--- config.mk ---
export PLATFORM = sky130hd
export DESIGN_NAME = irq_pend_bank
export DESIGN_NICKNAME = d
export VERILOG_FILES = /design/src/rtl/irq_pend_pkg.sv /design/src/rtl/irq_pend_sync.sv /design/src/rtl/irq_pend_cell.sv /design/src/rtl/irq_pend_bank.sv
export SDC_FILE = /design/constraint.sdc
export NUM_CORES = 1
export LEC_CHECK = 0
export BUFFER_PORTS_ARGS = -buffer_cell sky130_fd_sc_hd__buf_2
export CORE_MARGIN = 4
export CORE_UTILIZATION = 51
export CTS_BUF_LIST = sky130_fd_sc_hd__clkbuf_8 sky130_fd_sc_hd__clkbuf_16
export DETAILED_ROUTE_END_ITERATION = 6
export GPL_ROUTABILITY_DRIVEN = 0
export PLACE_DENSITY = 0.8
export RECOVER_POWER = 25
export SYNTH_ARGS = -nofsm -noshare
export SYNTH_HDL_FRONTEND = slang
export SYNTH_SLANG_ARGS = --single-unit
--- constraint.sdc ---
create_clock -name clk -period 1.75 [get_ports clk]
set_clock_uncertainty 0.1 [all_clocks]
set_input_delay 0.175 -clock clk [delete_from_list [all_inputs] [get_ports clk]]
set_output_delay 0.175 -clock clk [all_outputs]
set_load 0.01 [all_outputs]
--- src/rtl/irq_pend_pkg.sv ---
// Package: shared types for the interrupt pending bank.
// Assumes: nothing; holds only type definitions.
package irq_pend_pkg;

    // Trigger type as coded on the configuration bit.
    typedef enum logic {
        TRIG_LEVEL = 1'b0,
        TRIG_EDGE  = 1'b1
    } trig_e;

    // Per-source command strobes decoded from the software and CPU ports.
    typedef struct packed {
        logic set;
        logic clr;
        logic ack;
        logic eoi;
    } cell_cmd_t;

endpackage

--- src/rtl/irq_pend_sync.sv ---
// Module: multi-stage synchronizer for a vector of asynchronous lines.
// Assumes: each bit is independent; no multi-bit coherence is needed.
module irq_pend_sync #(
    parameter int WIDTH  = 32,
    parameter int STAGES = 2
) (
    input  logic             clk,
    input  logic             rst_n,
    input  logic [WIDTH-1:0] d_in,
    output logic [WIDTH-1:0] q_out
);
    logic [WIDTH-1:0] stage_q [STAGES];

    genvar s;
    generate
        for (s = 0; s < STAGES; s++) begin : g_stage
            if (s == 0) begin : g_first
                // First stage captures the raw lines.
                always_ff @(posedge clk) begin
                    if (!rst_n) stage_q[s] <= '0;
                    else        stage_q[s] <= d_in;
                end
            end else begin : g_next
                // Later stages shift the sample along.
                always_ff @(posedge clk) begin
                    if (!rst_n) stage_q[s] <= '0;
                    else        stage_q[s] <= stage_q[s-1];
                end
            end
        end
    endgenerate

    assign q_out = stage_q[STAGES-1];
endmodule

--- src/rtl/irq_pend_cell.sv ---
// Module: pending state of one interrupt source.
// Level sources: pending = synchronized line OR software latch.
// Edge sources: pending bit set on a rising edge or a set write; cleared
// by a clear write or an acknowledge. In every case a set wins over a clear.
// Assumes: lvl_s is already synchronized; cmd strobes last one cycle.
module irq_pend_cell
    import irq_pend_pkg::*;
(
    input  logic      clk,
    input  logic      rst_n,
    input  logic      lvl_s,
    input  trig_e     mode,
    input  cell_cmd_t cmd,
    output logic      pend_o
);
    logic lvl_d;
    logic soft_q;
    logic pend_q;
    logic soft_nx;
    logic pend_nx;
    logic rise;
    logic is_edge;

    assign is_edge = (mode == TRIG_EDGE);
    assign rise    = lvl_s & ~lvl_d;

    // Delay the synchronized line by one cycle for edge detection.
    always_ff @(posedge clk) begin
        if (!rst_n) lvl_d <= 1'b0;
        else        lvl_d <= lvl_s;
    end

    // Next software latch: level only; clears applied first, set wins.
    always_comb begin
        if (is_edge)                          soft_nx = 1'b0;
        else if (cmd.set)                     soft_nx = 1'b1;
        else if (cmd.clr || cmd.ack || cmd.eoi) soft_nx = 1'b0;
        else                                  soft_nx = soft_q;
    end

    // Next pending state per trigger type.
    always_comb begin
        if (is_edge)
            pend_nx = rise | cmd.set | (pend_q & ~(cmd.clr | cmd.ack));
        else
            pend_nx = lvl_s | soft_nx;
    end

    // Register latch and pending bit.
    always_ff @(posedge clk) begin
        if (!rst_n) begin
            soft_q <= 1'b0;
            pend_q <= 1'b0;
        end else begin
            soft_q <= soft_nx;
            pend_q <= pend_nx;
        end
    end

    assign pend_o = pend_q;

    // A set latch on a level source forces pending.
    assert_latch_forces_pend_R1: assert property (@(posedge clk) disable iff (!rst_n)
        (!is_edge && $past(!is_edge) && soft_q) |-> pend_q);

    // A high line on a level source shows as pending next cycle.
    assert_line_forces_pend_R1: assert property (@(posedge clk) disable iff (!rst_n)
        $past(!is_edge && lvl_s) |-> pend_q);

    // A set write always results in pending.
    assert_set_pends_R2: assert property (@(posedge clk) disable iff (!rst_n)
        $past(cmd.set) |-> pend_q);

    // A clear write without a set empties the latch.
    assert_clr_drops_latch_R4: assert property (@(posedge clk) disable iff (!rst_n)
        $past(cmd.clr && !cmd.set) |-> !soft_q);

    // Acknowledge or end-of-interrupt without a set empties the latch.
    assert_ack_drops_latch_R6: assert property (@(posedge clk) disable iff (!rst_n)
        $past((cmd.ack || cmd.eoi) && !cmd.set) |-> !soft_q);

    // An edge source stays pending unless cleared or acknowledged.
    assert_edge_holds_R7: assert property (@(posedge clk) disable iff (!rst_n)
        (is_edge && $past(is_edge && pend_q && !cmd.clr && !cmd.ack)) |-> pend_q);
endmodule

--- src/rtl/irq_pend_bank.sv ---
// Module: top of the interrupt pending-state bank.
// Synchronizes the raw lines, decodes software writes and ack/EOI IDs into
// per-source strobes, and instantiates one pending cell per source.
// Assumes: cfg_edge is quasi-static; IDs outside the bank are ignored.
module irq_pend_bank
    import irq_pend_pkg::*;
#(
    parameter int NUM_SRC     = 32,
    parameter int SYNC_STAGES = 2,
    parameter int ID_W        = $clog2(NUM_SRC)
) (
    input  logic               clk,
    input  logic               rst_n,
    input  logic [NUM_SRC-1:0] irq_in,
    input  logic [NUM_SRC-1:0] cfg_edge,
    input  logic               set_we,
    input  logic [NUM_SRC-1:0] set_wdata,
    input  logic               clr_we,
    input  logic [NUM_SRC-1:0] clr_wdata,
    input  logic               ack_vld,
    input  logic [ID_W-1:0]    ack_id,
    input  logic               eoi_vld,
    input  logic [ID_W-1:0]    eoi_id,
    output logic [NUM_SRC-1:0] pend,
    output logic [NUM_SRC-1:0] reg_rdata
);
    localparam int ID_SPAN = 1 << ID_W;

    logic [NUM_SRC-1:0] lvl_sync;
    logic [NUM_SRC-1:0] ack_hot;
    logic [NUM_SRC-1:0] eoi_hot;

    irq_pend_sync #(
        .WIDTH  (NUM_SRC),
        .STAGES (SYNC_STAGES)
    ) sync_i (
        .clk   (clk),
        .rst_n (rst_n),
        .d_in  (irq_in),
        .q_out (lvl_sync)
    );

    // Decode acknowledge and EOI IDs into one-hot source strobes.
    always_comb begin
        ack_hot = '0;
        eoi_hot = '0;
        for (int k = 0; k < NUM_SRC; k++) begin
            if (k < ID_SPAN) begin
                ack_hot[k] = ack_vld && (ack_id == ID_W'(k));
                eoi_hot[k] = eoi_vld && (eoi_id == ID_W'(k));
            end
        end
    end

    genvar i;
    generate
        for (i = 0; i < NUM_SRC; i++) begin : g_src
            cell_cmd_t cmd;
            trig_e     mode;

            // Gather this source's strobes and trigger type.
            always_comb begin
                cmd.set = set_we && set_wdata[i];
                cmd.clr = clr_we && clr_wdata[i];
                cmd.ack = ack_hot[i];
                cmd.eoi = eoi_hot[i];
                mode    = cfg_edge[i] ? TRIG_EDGE : TRIG_LEVEL;
            end

            irq_pend_cell cell_i (
                .clk    (clk),
                .rst_n  (rst_n),
                .lvl_s  (lvl_sync[i]),
                .mode   (mode),
                .cmd    (cmd),
                .pend_o (pend[i])
            );
        end
    endgenerate

    assign reg_rdata = pend;

    // At most one source is acknowledged per cycle.
    assert_ack_onehot_R6: assert property (@(posedge clk) disable iff (!rst_n)
        $onehot0(ack_hot));

    // A bank-wide set write leaves every bit pending.
    assert_full_set_R2: assert property (@(posedge clk) disable iff (!rst_n)
        $past(set_we && (&set_wdata)) |-> (&pend));

    // Pending is empty in the first cycle after reset.
    assert_reset_empty_R11: assert property (@(posedge clk)
        $past(!rst_n) |-> (pend == '0));
endmodule

**Word level (Yosys, flattened, before mapping)**

Memory sizes are Yosys's and may differ from the RTL's.
Index checks and enable logic that the tools add are counted.

- Flip-flop bits (word level): 96
- Output and inout bits: 64
- Input bits: 144
- Word-level logic and storage cells: 775
- Bits in writable memories: 64
- Memories: 1

Memories:

| name | words | bits a word | read ports | clocked after Yosys merged registers in | wr ports | line | RTL |
|---|---|---|---|---|---|---|---|
| sync_i.stage_q | 2 | 32 | 2 | 0 | 2 | irq_pend_sync.sv:12 | `logic [WIDTH-1:0] stage_q [STAGES];` |

- Equality and inequality tests: 62
- Reduce and logical (&&, ||, !) cells: 194
- Muxes and demuxes: 164
- Bitwise logic cells: 258

Operators by type and width:

| operator | number |
|---|---|
| 1-bit 2-to-1 mux | 162 |
| 5-bit equality test (second input constant) | 32 |
| 1-bit bitwise OR | 130 |
| 1-bit logical AND | 128 |
| 5-bit by 4-bit equality test with 1-bit output (second input constant) | 16 |
| 1-bit AND | 64 |
| 1-bit logical OR | 64 |
| 32-bit 2-to-1 mux | 2 |
| 1-bit NOT | 64 |
| 5-bit by 3-bit equality test with 1-bit output (second input constant) | 8 |
| 5-bit by 2-bit equality test with 1-bit output (second input constant) | 4 |
| 5-bit by 1-bit equality test with 1-bit output (second input constant) | 2 |
| 5-bit logical NOT | 2 |

**Logic depth before layout (Yosys ltp)**

Gate-level depths: netlist (run 1).

- Depth after elaboration: 9
- Mapped depth: 5
- Depth with buffers taken out: 4

**Modules after synthesis**

From an unflattened synthesis (run 1), not the netlist that was laid out.

- Cell total of the unflattened synthesis: 746
- Area, all modules: 7399.6 sq um

By module, submodules not included:

| module | instances | cells an instance | area each (sq um) | seq. area each (sq um) |
|---|---|---|---|---|
| irq_pend_cell | 32 | 13 | 140.1 | 60.1 |
| irq_pend_sync | 1 | 134 | 1791.7 | 1281.2 |
| irq_pend_bank | 1 | 196 | 1123.6 | 0.0 |

**Worst setup path before layout (run 1)**

No wires, ideal clock.

- Kind: in2reg
- Start: in eoi_id[4]
- End: reg g_src[12].cell_i.pend_q
- Arrival: 1172 ps
- Buffers on the path: 0
- Setup slack: 357 ps
- Data required time: 1528 ps
- Stages on the path: 4
- Cells stage by stage: or4b_4 > o21ai_2 > o21ai_1 > o311a_1

- Longest elaborated chain between the ends: 8

RTL lines:

| what | line | RTL |
|---|---|---|
| start, declared | irq_pend_bank.sv:23 | `input logic [ID_W-1:0] eoi_id,` |
| 5-bit by 4-bit equality test with 1-bit output | irq_pend_bank.sv:50 | `eoi_hot[k] = eoi_vld && (eoi_id == ID_W'(k));` |
| 1-bit logical AND | irq_pend_bank.sv:50 |  |
| 1-bit logical OR | irq_pend_cell.sv:37 | `else if (cmd.clr \|\| cmd.ack \|\| cmd.eoi) soft_nx = 1'b0;` |
| 1-bit 2-to-1 mux | irq_pend_cell.sv:37 |  |
| 1-bit 2-to-1 mux | irq_pend_cell.sv:36 | `else if (cmd.set) soft_nx = 1'b1;` |
| 1-bit 2-to-1 mux | irq_pend_cell.sv:35 | `if (is_edge) soft_nx = 1'b0;` |
| 1-bit bitwise OR | irq_pend_cell.sv:46 | `pend_nx = lvl_s \| soft_nx;` |
| 1-bit 2-to-1 mux | irq_pend_cell.sv:43 | `if (is_edge)` |
| end signal, assigned | irq_pend_cell.sv:56 | `pend_q <= pend_nx;` |
| end, declared | irq_pend_cell.sv:18 | `logic pend_q;` |

No other way between the ends.
A chain may end at the register's enable or synchronous reset.

**Final worst setup path (run 1)**

- Start: in clr_we
- End: reg g_src[8].cell_i.soft_q

- Longest elaborated chain between the ends: 6

RTL lines:

| what | line | RTL |
|---|---|---|
| start, declared | irq_pend_bank.sv:18 | `input logic clr_we,` |
| 1-bit logical AND | irq_pend_bank.sv:64 | `cmd.clr = clr_we && clr_wdata[i];` |
| 1-bit logical OR (2 in series) | irq_pend_cell.sv:37 |  |
| 1-bit 2-to-1 mux | irq_pend_cell.sv:37 |  |
| 1-bit 2-to-1 mux | irq_pend_cell.sv:36 |  |
| 1-bit 2-to-1 mux | irq_pend_cell.sv:35 |  |
| end signal, assigned | irq_pend_cell.sv:55 | `soft_q <= soft_nx;` |
| end, declared | irq_pend_cell.sv:17 | `logic soft_q;` |

No other way between the ends.

==> results of run 1 <==
[synth_stat cells, drive strengths merged, types with 5 or more instances]
master   number
dfxtp       160
and2         96
o21ai        72
buf          66
nand2        50
nand2b       36
inv          28
nor3b        28
o2111ai      28
o311a        28
clkbuf       24
a22o          8
nand4b        6
nor2          5
[metrics by stage]
step           hold WS (ns)  std cells  power [W]  TNS [ns]
6_report             0.0468       1075    0.00901         0
5_1_grt              0.0526       1075    0.00933         0
4_1_cts              0.0403       1075    0.00904         0
3_5_place_dp          0.275        972    0.00491   -0.0315
3_3_place_gp          0.268        972    0.00487   -0.0399
2_1_floorplan         0.148        678    0.00459         0
[registers in the layout (all words and copies together) (netlist names)]
register,cells
g_src.cell_i.pend_o,32
g_src.cell_i.lvl_d,32
sync_i.stage_q,64
g_src.cell_i.soft_q,32
[placed cells by master, fill, tap and decap left out, types with 9 or more instances in the layout]
cell type,instances
and2_0,21
and2_1,75
buf_2,205
nor3b_1,28
o21ai_1,10
o21ai_0,61
nand2b_1,36
dlygate4sd3_1,72
dfxtp_1,160
inv_1,30
nand2_1,50
clkbuf_16,17
o311a_1,28
o2111ai_1,28
buf_4,9
[worst max-delay path, delay by kind of cell]
kind / cells / cell delay (ns)
compound gates: 3 / 0.69
buf+inv: 3 / 1.05
[per-layer routing]
layer | global-route usage | wire length (um) | up-vias
met3 | 0.0716 | 1420 | 62
met2 | 0.453 | 9510 | 283
li1 | - | - | 2749
met5 | 0 | 0 | -
met1 | 0.300 | 7410 | 2747
met4 | 0.128 | 697 | 0
[kinds of logic after synthesis]
family / after synthesis / synth area share
flops: 160 / 0.494
simple gates: 239 / 0.224
compound gates: 160 / 0.176
buf+inv: 119 / 0.106
[worst min path at each step]
stage,to,slack (ns),start
3_3_place_gp,g_src[26].cell_i.soft_q$_SDFF_PN0_,0.27,cfg_edge[26]
3_5_place_dp,g_src[16].cell_i.soft_q$_SDFF_PN0_,0.27,cfg_edge[16]
2_1_floorplan,g_src[0].cell_i.soft_q$_SDFF_PN0_,0.15,cfg_edge[0]
5_1_grt,g_src[19].cell_i.pend_o$_SDFF_PN0_,0.05,rst_n
6_report,g_src[14].cell_i.pend_o$_SDFF_PN0_,0.05,rst_n
4_1_cts,g_src[19].cell_i.pend_o$_SDFF_PN0_,0.04,rst_n
[repair_timing]
action | CTS | global route
setup endpoints to repair | 0 | 1
hold endpoints to repair | 96 | 0
hold buffers | 72 | 0
resized for setup | 0 | 2
[power groups by stage]
stage	registers (W)	clock network, W	logic [W]
5_1_grt	0.00393	0.00425	0.00115
6_report	0.00392	0.00404	0.00105
3_3_place_gp	0.00398	0	0.000888
2_1_floorplan	0.00396	0	0.000633
3_5_place_dp	0.00399	0	0.000915
4_1_cts	0.00391	0.00408	0.00105
[cell type report]
type | instances | area [um^2]
Clock inverter | 14 | 223
Tap cell | 168 | 210
Clock buffer | 17 | 425
Timing Repair Buffer | 288 | 1830
Inverter | 29 | 109
Sequential cell | 160 | 3200
Multi-Input combinational cell | 399 | 2600
Fill cell | 953 | 3610
==> summary.md, run 1 <==
| Metric | Value |
|---|---|
| Comb power frac | 0.117 |
| Number of port buffers | 207 |
| First-pass GRT wire length | 29700 um |
| Internal power | 0.00698 W |
| Initial core utilization | 0.531 |
| Reg2reg setup slack | 0.29 ns |
| Slew margin rel. | 0.442 |
| Synth top area share | 0.494 |
| CP max stage cell | dlygate4sd3_1 |
| Post-synth ARST share | 0 |
| Post-synthesis register bit count | 160 |
| Switching power of the nets | 0.00203 W |
| Routed wire length | 19000 um |
| Mapped Nets | 822 |
| CTS sink count | 160 |
| Initial DRC count | 421 |
| Die Ht | 121 um |
| CP Data Arrival Time | 1.92 ns |
| Cell Rows | 40 |
| Cell Chain, Critical Path | clkbuf_4, buf_4, a22oi_1, o211ai_1, a211oi_1, dlygate4sd3_1 |
| Pwr dens | 1050 nW/um^2 |
| CTS tree | built |
| DR vias | 5841 |
| H-tree levels | 4 |
| Die X | 121 um |
| Post-synthesis cell type with the largest combined area | dfxtp_1 |
| Max Slew Vio Count | 0 |
| Worst setup EP type | register |
| I/O pin count | 208 |
| Critical path class | in2reg |
| Sequential share of power | 0.435 |
| Final Cycle Share | 0.948 |
| Largest net degree at the start of global routing | 53 |
| Ratio of cells with drive above 1 in the final layout | 0.278 |
| DP HPWL | 13400 um |
| Min Tclk post-route | 1.66 ns |
| Sw frac | 0.225 |
| Worst-path fanout max | 29 |
| R2R Path End | g_src[16].cell_i.soft_q$_SDFF_PN0_ |
| Maximum root-to-sink buffer count | 2 |
| Vias in the first global route | 5979 |
| Cell Area, Synth | 6490 um^2 |
| Critical path capture point | g_src[8].cell_i.soft_q$_SDFF_PN0_ |
| Ys flop type | dfxtp_1 |
| Post-Layout Inst Area | 8600 um^2 |
| Die ar. | 14600 um^2 |
| Static Leak | 3.77 nW |
| Final Hold Fails | 0 |
| FMAX | 603 MHz |
| Cells after Synth | 678 |
| Congestion Overflow GR | 0 |
| Util after Layout | 0.704 |
| Net count, final | 1039 |
| Post-DP Area | 7240 um^2 |
| CTS buffer count | 17 |
| Antenna diodes | 0 |
| Crit. Startpoint | clr_we |
| DR vias/cell | 5.43 |
| Max IR drop VDD | 0.000598 V |
| Avg Inst Size Synth | 9.57 um^2 |
| Tightest Hold Check Type | in2reg |
| Netlist cell types | 34 |
| DRC viols | 0 |
| CP required | 2.01 ns |
| Antenna Violating Nets Remaining | 0 |
| Clk network pwr share | 0.448 |
| Setup ws final | 0.0907 ns |
| Synth area leaders | dfxtp_1 49%, and2_1 9.3%, buf_4 7.4% |
| Worst-margin pin slew | 0.838 ns |
| Average wire per standard cell | 17.7 um |
| FF-to-FF Start | g_src[16].cell_i.soft_q$_SDFF_PN0_ |
| WHS Path Cells | 2 |
| Postcts setup bufs | 0 |
| Worst setup SP type | input pin |
| R2r worst-path depth | 3 |
| Status | finished, final reports clean |
| Clock latency reported for the late side of the worst-skew pair | 0.42 ns |
| Worst path max stage delay | 0.57 ns |
| Clock root buffer | clkbuf_16 |
| Worst-path clk slew | 0.06 ns |
| Post-synth EDFFs | 0 |
| YS warnings | 0 |
| Max_cap viols | 0 |
| Sequential area share after synthesis | 0.494 |
| RSZ-0062 raised after global routing | false |
| First-pass DRT Iterations | 6 |
| DP Worst Slack | -0.0315 ns |
| Antenna violations before repair | 0 |
| Core area | 12200 um^2 |
| Final setup violating endpoints | 0 |
| Area growth, synth to finish | 32.5% |
| GRT Util Overall | 0.263 |
(Power assumes the default switching activity.)
==> run 2, diff against run 1 <==
--- a/config.mk
+++ b/config.mk
@@ -8,7 +8,6 @@
 export BUFFER_PORTS_ARGS = -buffer_cell sky130_fd_sc_hd__buf_2
 export CORE_MARGIN = 4
 export CORE_UTILIZATION = 51
-export CTS_BUF_LIST = sky130_fd_sc_hd__clkbuf_8 sky130_fd_sc_hd__clkbuf_16
 export DETAILED_ROUTE_END_ITERATION = 6
 export GPL_ROUTABILITY_DRIVEN = 0
 export PLACE_DENSITY = 0.8
==> run 2 against run 1 <==
  * Critical path depth did not move
  * Worst hold slack barely moved
  * Register-to-register slack barely moved
  * Clock-buffer cell count rose by 2
  * Cell count did not move
  * Die area did not move
==> summary.md, run 2 (same netlist as run 1, synthesis figures left out) <==
| Metric | Value |
|---|---|
| Die ar. | 14600 um^2 (unchanged) |
| Critical path buffers and inverters | 3 (unchanged) |
| Min Tclk post-route | 1.66 ns (+0.000592 ns) |
| Fin cells | 1075 (unchanged) |
| Initial core utilization | 0.531 (unchanged) |
| HP Start | rst_n |
| H-tree levels | 4 (unchanged) |
| Final Hold Fails | 0 (unchanged) |
| Post-Place Cells | 972 (unchanged) |
| Worst-margin pin slew | 0.839 ns (+0.00108 ns) |
| DR vias/cell | 5.43 (about the same) |
| Critical path's top delay family | buffers and inverters |
| Congestion Overflow GR | 0 (unchanged) |
| Static Leak | 3.76 nW (-0.22%) |
| Area of the multi-input gates | 2600 um^2 (unchanged) |
| Initial DRC count | 420 (-0.24%) |
| Largest net degree at the start of global routing | 53 (unchanged) |
| Sequential cell area | 3200 um^2 (unchanged) |
| DP Worst Slack | -0.0315 ns (unchanged) |
| GRT Util Overall | 0.263 (unchanged) |
| Pwr dens | 1050 nW/um^2 (+0.14%) |
| Final Cycle Share | 0.948 (about the same) |
| CTS buffer count | 17 (unchanged) |
| CTS sink count | 160 (unchanged) |
| Tightest Hold Check Type | in2reg |
| Average wire per standard cell | 17.7 um (-0.20%) |
| Cell Chain, Critical Path | buf_2, nand4bb_1, buf_4, o211ai_1, a211oi_1, dlygate4sd3_1 |
| Clock latency reported for the late side of the worst-skew pair | 0.42 ns (about the same) |
| Cell Rows | 40 (unchanged) |
| Clock root buffer | clkbuf_16 |
| Worst setup SP type | input pin |
| CP required | 1.95 ns (-0.06 ns) |
| FMAX | 602 MHz (about the same) |
| Critical path class | in2reg |
| RSZ-0062 raised after global routing | false |
| Reg2reg setup slack | 0.30 ns (about the same) |
| Fillers | 953 (unchanged) |
| Ratio of cells with drive above 1 in the final layout | 0.278 (unchanged) |
| DR vias | 5838 (-0.051%) |
| I/O pin count | 208 (unchanged) |
| Most frequent cells in the layout | 205 x buf_2, 160 x dfxtp_1, 75 x and2_1 |
| Max Slew Vio Count | 0 (unchanged) |
| Crit. Startpoint | eoi_id[1] |
| FF-to-FF Start | g_src[16].cell_i.soft_q$_SDFF_PN0_ |
| Reg with most FFs | sync_i.stage_q |
| Area growth, synth to finish | 32.5% (unchanged) |
| Number of flip-flops in the largest register | 64 (unchanged) |
| Worst setup EP type | register |
| CTS tree | built |
| Core area | 12200 um^2 (unchanged) |
| Worst-path clk slew | 0.06 ns (about the same) |
| Routed wire length | 19000 um (-0.20%) |
| Commonest non-fill, non-tap cell in the layout | buf_2 |
| Antenna diodes | 0 (unchanged) |
| First-pass DRT Iterations | 5 (-1) |
| Net count, final | 1039 (unchanged) |
| Antenna violations before repair | 0 (unchanged) |
| Status | finished, final reports clean |
| CP max stage cell | dlygate4sd3_1 |
| Antenna Violating Nets Remaining | 0 (unchanged) |
| Pwr Total | 0.00902 W (+0.14%) |
| Setup ws final | 0.0901 ns (-0.000592 ns) |
| Final setup violating endpoints | 0 (unchanged) |
| Vias in the first global route | 5979 (unchanged) |
| Max IR drop VDD | 0.000598 V (unchanged) |
| CP Data Arrival Time | 1.86 ns (-0.06 ns) |
| Worst-path fanout max | 8 (-72%) |
| Slew margin rel. | 0.441 (-0.000721) |
| Maximum root-to-sink buffer count | 2 (unchanged) |
| Number of port buffers | 207 (unchanged) |
| First-pass GRT wire length | 29700 um (unchanged) |
| Max_cap viols | 0 (unchanged) |
| TNS Setup | 0 ns (unchanged) |
| Die X | 121 um (unchanged) |
| Util after Layout | 0.704 (unchanged) |
| Worst path max stage delay | 0.59 ns (+0.02 ns) |
| DP HPWL | 13400 um (unchanged) |
| Die Ht | 121 um (unchanged) |
| DRC viols | 0 (unchanged) |
[run 2: cell count changes in the layout (fill, tap and decap cells not counted), sizes merged]
cell    delta
inv        -2
clkbuf     +2
[run 2: worst register-to-register path, delay by kind of cell, from the launching register on]
family                 cells  cell delay [ns]
DFF                        1             0.30
buffers and inverters      1             0.60
AOI/OAI and AO/OA          2             0.40
[run 2: routing by layer]
layer,global-route usage,wire length [um],share of wire
met5,0,0,0
met4,0.128,690,0.036
met3,0.0716,1370,0.072
met2,0.453,9510,0.50
met1,0.300,7430,0.39
[run 2: final cells by class]
class | instances | area share
Clock buffer | 19 | 0.0503
Clock inverter | 12 | 0.0250
Inverter | 29 | 0.0127
Sequential cell | 160 | 0.372
Multi-Input combinational cell | 399 | 0.303
Tap cell | 168 | 0.0244
Timing Repair Buffer | 288 | 0.212
[run 2: stage by stage]
stage / hold WS (ns) / instance area (um^2)
after floorplan: 0.148 / 6490
after global placement: 0.268 / 7240
after detailed placement: 0.275 / 7240
after CTS: 0.0403 / 8610
after global routing: 0.0526 / 8600
final: 0.0467 / 8600
[run 2: worst paths after layout]
| path | depth (start not counted) | end |
|---|---|---|
| min reg2reg | 1 | sync_i.stage_q[1][22]$_SDFF_PN0_ |
| max reg2reg | 3 | g_src[16].cell_i.soft_q$_SDFF_PN0_ |
| min | 2 | g_src[14].cell_i.pend_o$_SDFF_PN0_ |
| max | 6 | g_src[16].cell_i.soft_q$_SDFF_PN0_ |
[run 2: what timing repair did]
item | CTS | global route
buffers inserted | 0 | 0
setup endpoints to repair | 0 | 1
hold buffers | 72 | 0
endpoints found under the hold margin | 96 | 0
gates resized for setup | 0 | 2
[run 2: power breakdown]
group	leakage, nW	switching (W)	internal, W
clock	0.313	0.00140	0.00265
combinational	2.13	0.000534	0.000520
sequential	1.32	0.0000945	0.00382
total	3.76	0.00203	0.00699
==> run 3, diff against run 2 <==
--- a/config.mk
+++ b/config.mk
@@ -6,11 +6,12 @@
 export NUM_CORES = 1
 export LEC_CHECK = 0
 export BUFFER_PORTS_ARGS = -buffer_cell sky130_fd_sc_hd__buf_2
+export CORE_ASPECT_RATIO = 2
 export CORE_MARGIN = 4
 export CORE_UTILIZATION = 51
 export DETAILED_ROUTE_END_ITERATION = 6
 export GPL_ROUTABILITY_DRIVEN = 0
-export PLACE_DENSITY = 0.8
+export PLACE_DENSITY = 0.91
 export RECOVER_POWER = 25
 export SYNTH_ARGS = -nofsm -noshare
 export SYNTH_HDL_FRONTEND = slang
==> run 3 against run 2 <==
  * Design area is 1.2% lower
  * Cell count is 1.7% lower
  * Sequential share of layout area up 0.45 points
==> summary.md, run 3 (same netlist as run 1, synthesis figures left out) <==
| Metric | Value |
|---|---|
| Status | finished, final reports clean |
| Reg with most FFs | sync_i.stage_q |
| Vias in the first global route | 6004 (+0.42%) |
| GRT Util Overall | 0.261 (-0.00204) |
| Post-DP Area | 7230 um^2 (-0.14%) |
| Maximum root-to-sink buffer count | 2 (unchanged) |
| Worst-margin pin slew | 1.14 ns (+0.297 ns) |
| Post-Layout Inst Area | 8500 um^2 (-1.2%) |
| Largest net degree at the start of global routing | 67 (+26%) |
| Worst setup SP type | input pin |
| Max layer used | met4 |
| Initial DRC count | 271 (-35%) |
| Critical path class | in2reg |
| Switching power of the nets | 0.00209 W (+3.0%) |
| Worst-path clk slew | 0.06 ns (about the same) |
| Number of flip-flops in the largest register | 64 (unchanged) |
| Final Hold Fails | 0 (unchanged) |
| Pwr dens | 1020 nW/um^2 (-2.3%) |
| Ratio of cells with drive above 1 in the final layout | 0.281 (+0.00345) |
| Clock latency reported for the late side of the worst-skew pair | 0.41 ns (about the same) |
| Commonest non-fill, non-tap cell in the layout | buf_2 |
| TNS Setup | 0 ns (unchanged) |
| CP required | 1.95 ns (about the same) |
| Net count, final | 1034 (-0.48%) |
| Internal power | 0.00662 W (-5.4%) |
| Die X | 87.8 um (-27%) |
| Max Slew Vio Count | 0 (unchanged) |
| Sw frac | 0.240 (+0.0151) |
| Clock root buffer | clkbuf_16 |
| WL met1 | 6680 um (-10%) |
| Number of port buffers | 207 (unchanged) |
| Routed wire length | 19400 um (+1.9%) |
| Fin cells | 1057 (-1.7%) |
| Die ar. | 14700 um^2 (+0.75%) |
| Cell Rows | 58 (+45%) |
| First-pass GRT wire length | 29400 um (-1.1%) |
| Initial core utilization | 0.517 (-0.0145) |
| WHS | 0.0127 ns (-0.0340 ns) |
| Core area | 12600 um^2 (+2.8%) |
| Worst-path fanout max | 8 (unchanged) |
| I/O pin count | 208 (unchanged) |
| First-pass DRT Iterations | 5 (unchanged) |
| Util after Layout | 0.677 (-0.0274) |
| Worst setup EP type | register |
| Cell Chain, Critical Path | buf_2, or4b_4, o211ai_1, a211oi_1, dlygate4sd3_1 |
| Slew margin rel. | 0.243 (-0.198) |
| Final setup violating endpoints | 0 (unchanged) |
| Average wire per standard cell | 18.3 um (+3.6%) |
| CP Data Arrival Time | 1.86 ns (about the same) |
| DR vias/cell | 5.55 (+2.2%) |
| Reg2reg setup slack | 0.28 ns (-0.02 ns) |
| Max_cap viols | 0 (unchanged) |
| Congestion Overflow GR | 0 (unchanged) |
| DP HPWL | 13800 um (+2.9%) |
| Die Ht | 168 um (+39%) |
| FMAX | 600 MHz (-0.42%) |
| Max IR drop VDD | 0.000752 V (+26%) |
| Tightest Hold Check Type | in2reg |
| Antenna Violating Nets Remaining | 0 (unchanged) |
| DRC viols | 0 (unchanged) |
| Most frequent cells in the layout | 206 x buf_2, 160 x dfxtp_1, 79 x and2_1 |
| Static Leak | 3.71 nW (-1.3%) |
| Min Tclk post-route | 1.67 ns (+0.00695 ns) |
| Worst path max stage delay | 0.59 ns (about the same) |
| RSZ-0062 raised after global routing | false |
| CTS buffer count | 17 (unchanged) |
| Antenna violations before repair | 4 (+4) |
| Final Cycle Share | 0.952 (+0.00397) |
| CP max stage cell | or4b_4 |
| Routed met3 length | 1270 um (-7.2%) |
| Clk network pwr share | 0.430 (-0.019) |
| Post-Place Cells | 954 (-1.9%) |
| CTS tree | built |
| Comb power frac | 0.120 (+0.003) |
| Sequential share of power | 0.450 (+0.016) |
| Fillers | 984 (+3.3%) |
| DR vias | 5869 (+0.53%) |
| CTS sink count | 160 (unchanged) |
| H-tree levels | 4 (unchanged) |
| DR WL met2 | 10300 um (+7.8%) |
| Area growth, synth to finish | 30.9% |
run 3: worst paths after layout:
path	cells after the start	to	start
min reg2reg	1	sync_i.stage_q[1][7]$_SDFF_PN0_	sync_i.stage_q[0][7]$_SDFF_PN0_
max	5	g_src[4].cell_i.soft_q$_SDFF_PN0_	eoi_id[4]
min	3	g_src[8].cell_i.pend_o$_SDFF_PN0_	set_wdata[8]
max reg2reg	3	g_src[4].cell_i.soft_q$_SDFF_PN0_	g_src[4].cell_i.soft_q$_SDFF_PN0_
run 3: final cells by class:
cell class	count	area, um^2	area share
antenna	4	10.0	0.00118
clock buffer	19	443	0.0521
clock inverter	13	160	0.0188
inverter	29	109	0.0128
multi-input combinational	399	2600	0.306
sequential	160	3200	0.377
tap	150	188	0.0221
timing repair buffer	283	1780	0.210
run 3: per-stage QoR:
stage               setup slack, ns  total power (W)
global placement            -0.0238          0.00488
finish                       0.0832          0.00871
global route                 0.0135          0.00900
detailed placement          -0.0239          0.00490
floorplan                     0.357          0.00459
CTS                          0.0475          0.00874
run 3: worst max-delay path, delay by kind of cell:
family	cells	cell delay, ns
AOI/OAI and AO/OA	2	0.36
buffers and inverters	2	0.73
and+or+nand+nor	1	0.59
run 3: power by group through the flow:
stage	registers [W]	clock network [W]	logic [W]
global placement	0.00399	0	0.000889
CTS	0.00392	0.00379	0.00104
finish	0.00392	0.00374	0.00105
floorplan	0.00396	0	0.000633
detailed placement	0.00400	0	0.000908
global route	0.00393	0.00392	0.00114
run 3: what timing repair did:
item                                    in CTS  in global routing
endpoints found under the setup margin       0                  1
hold endpoints to repair                    94                  0
resized for setup                            0                  1
hold buffers                                67                  0
setup buffers                                0                  0
run 3: metal layers:
metal / up-vias / track usage
met4: 0 / 0.186
met1: 2758 / 0.259
li1: 2744 / -
met3: 77 / 0.0551
met5: - / 0
met2: 290 / 0.460
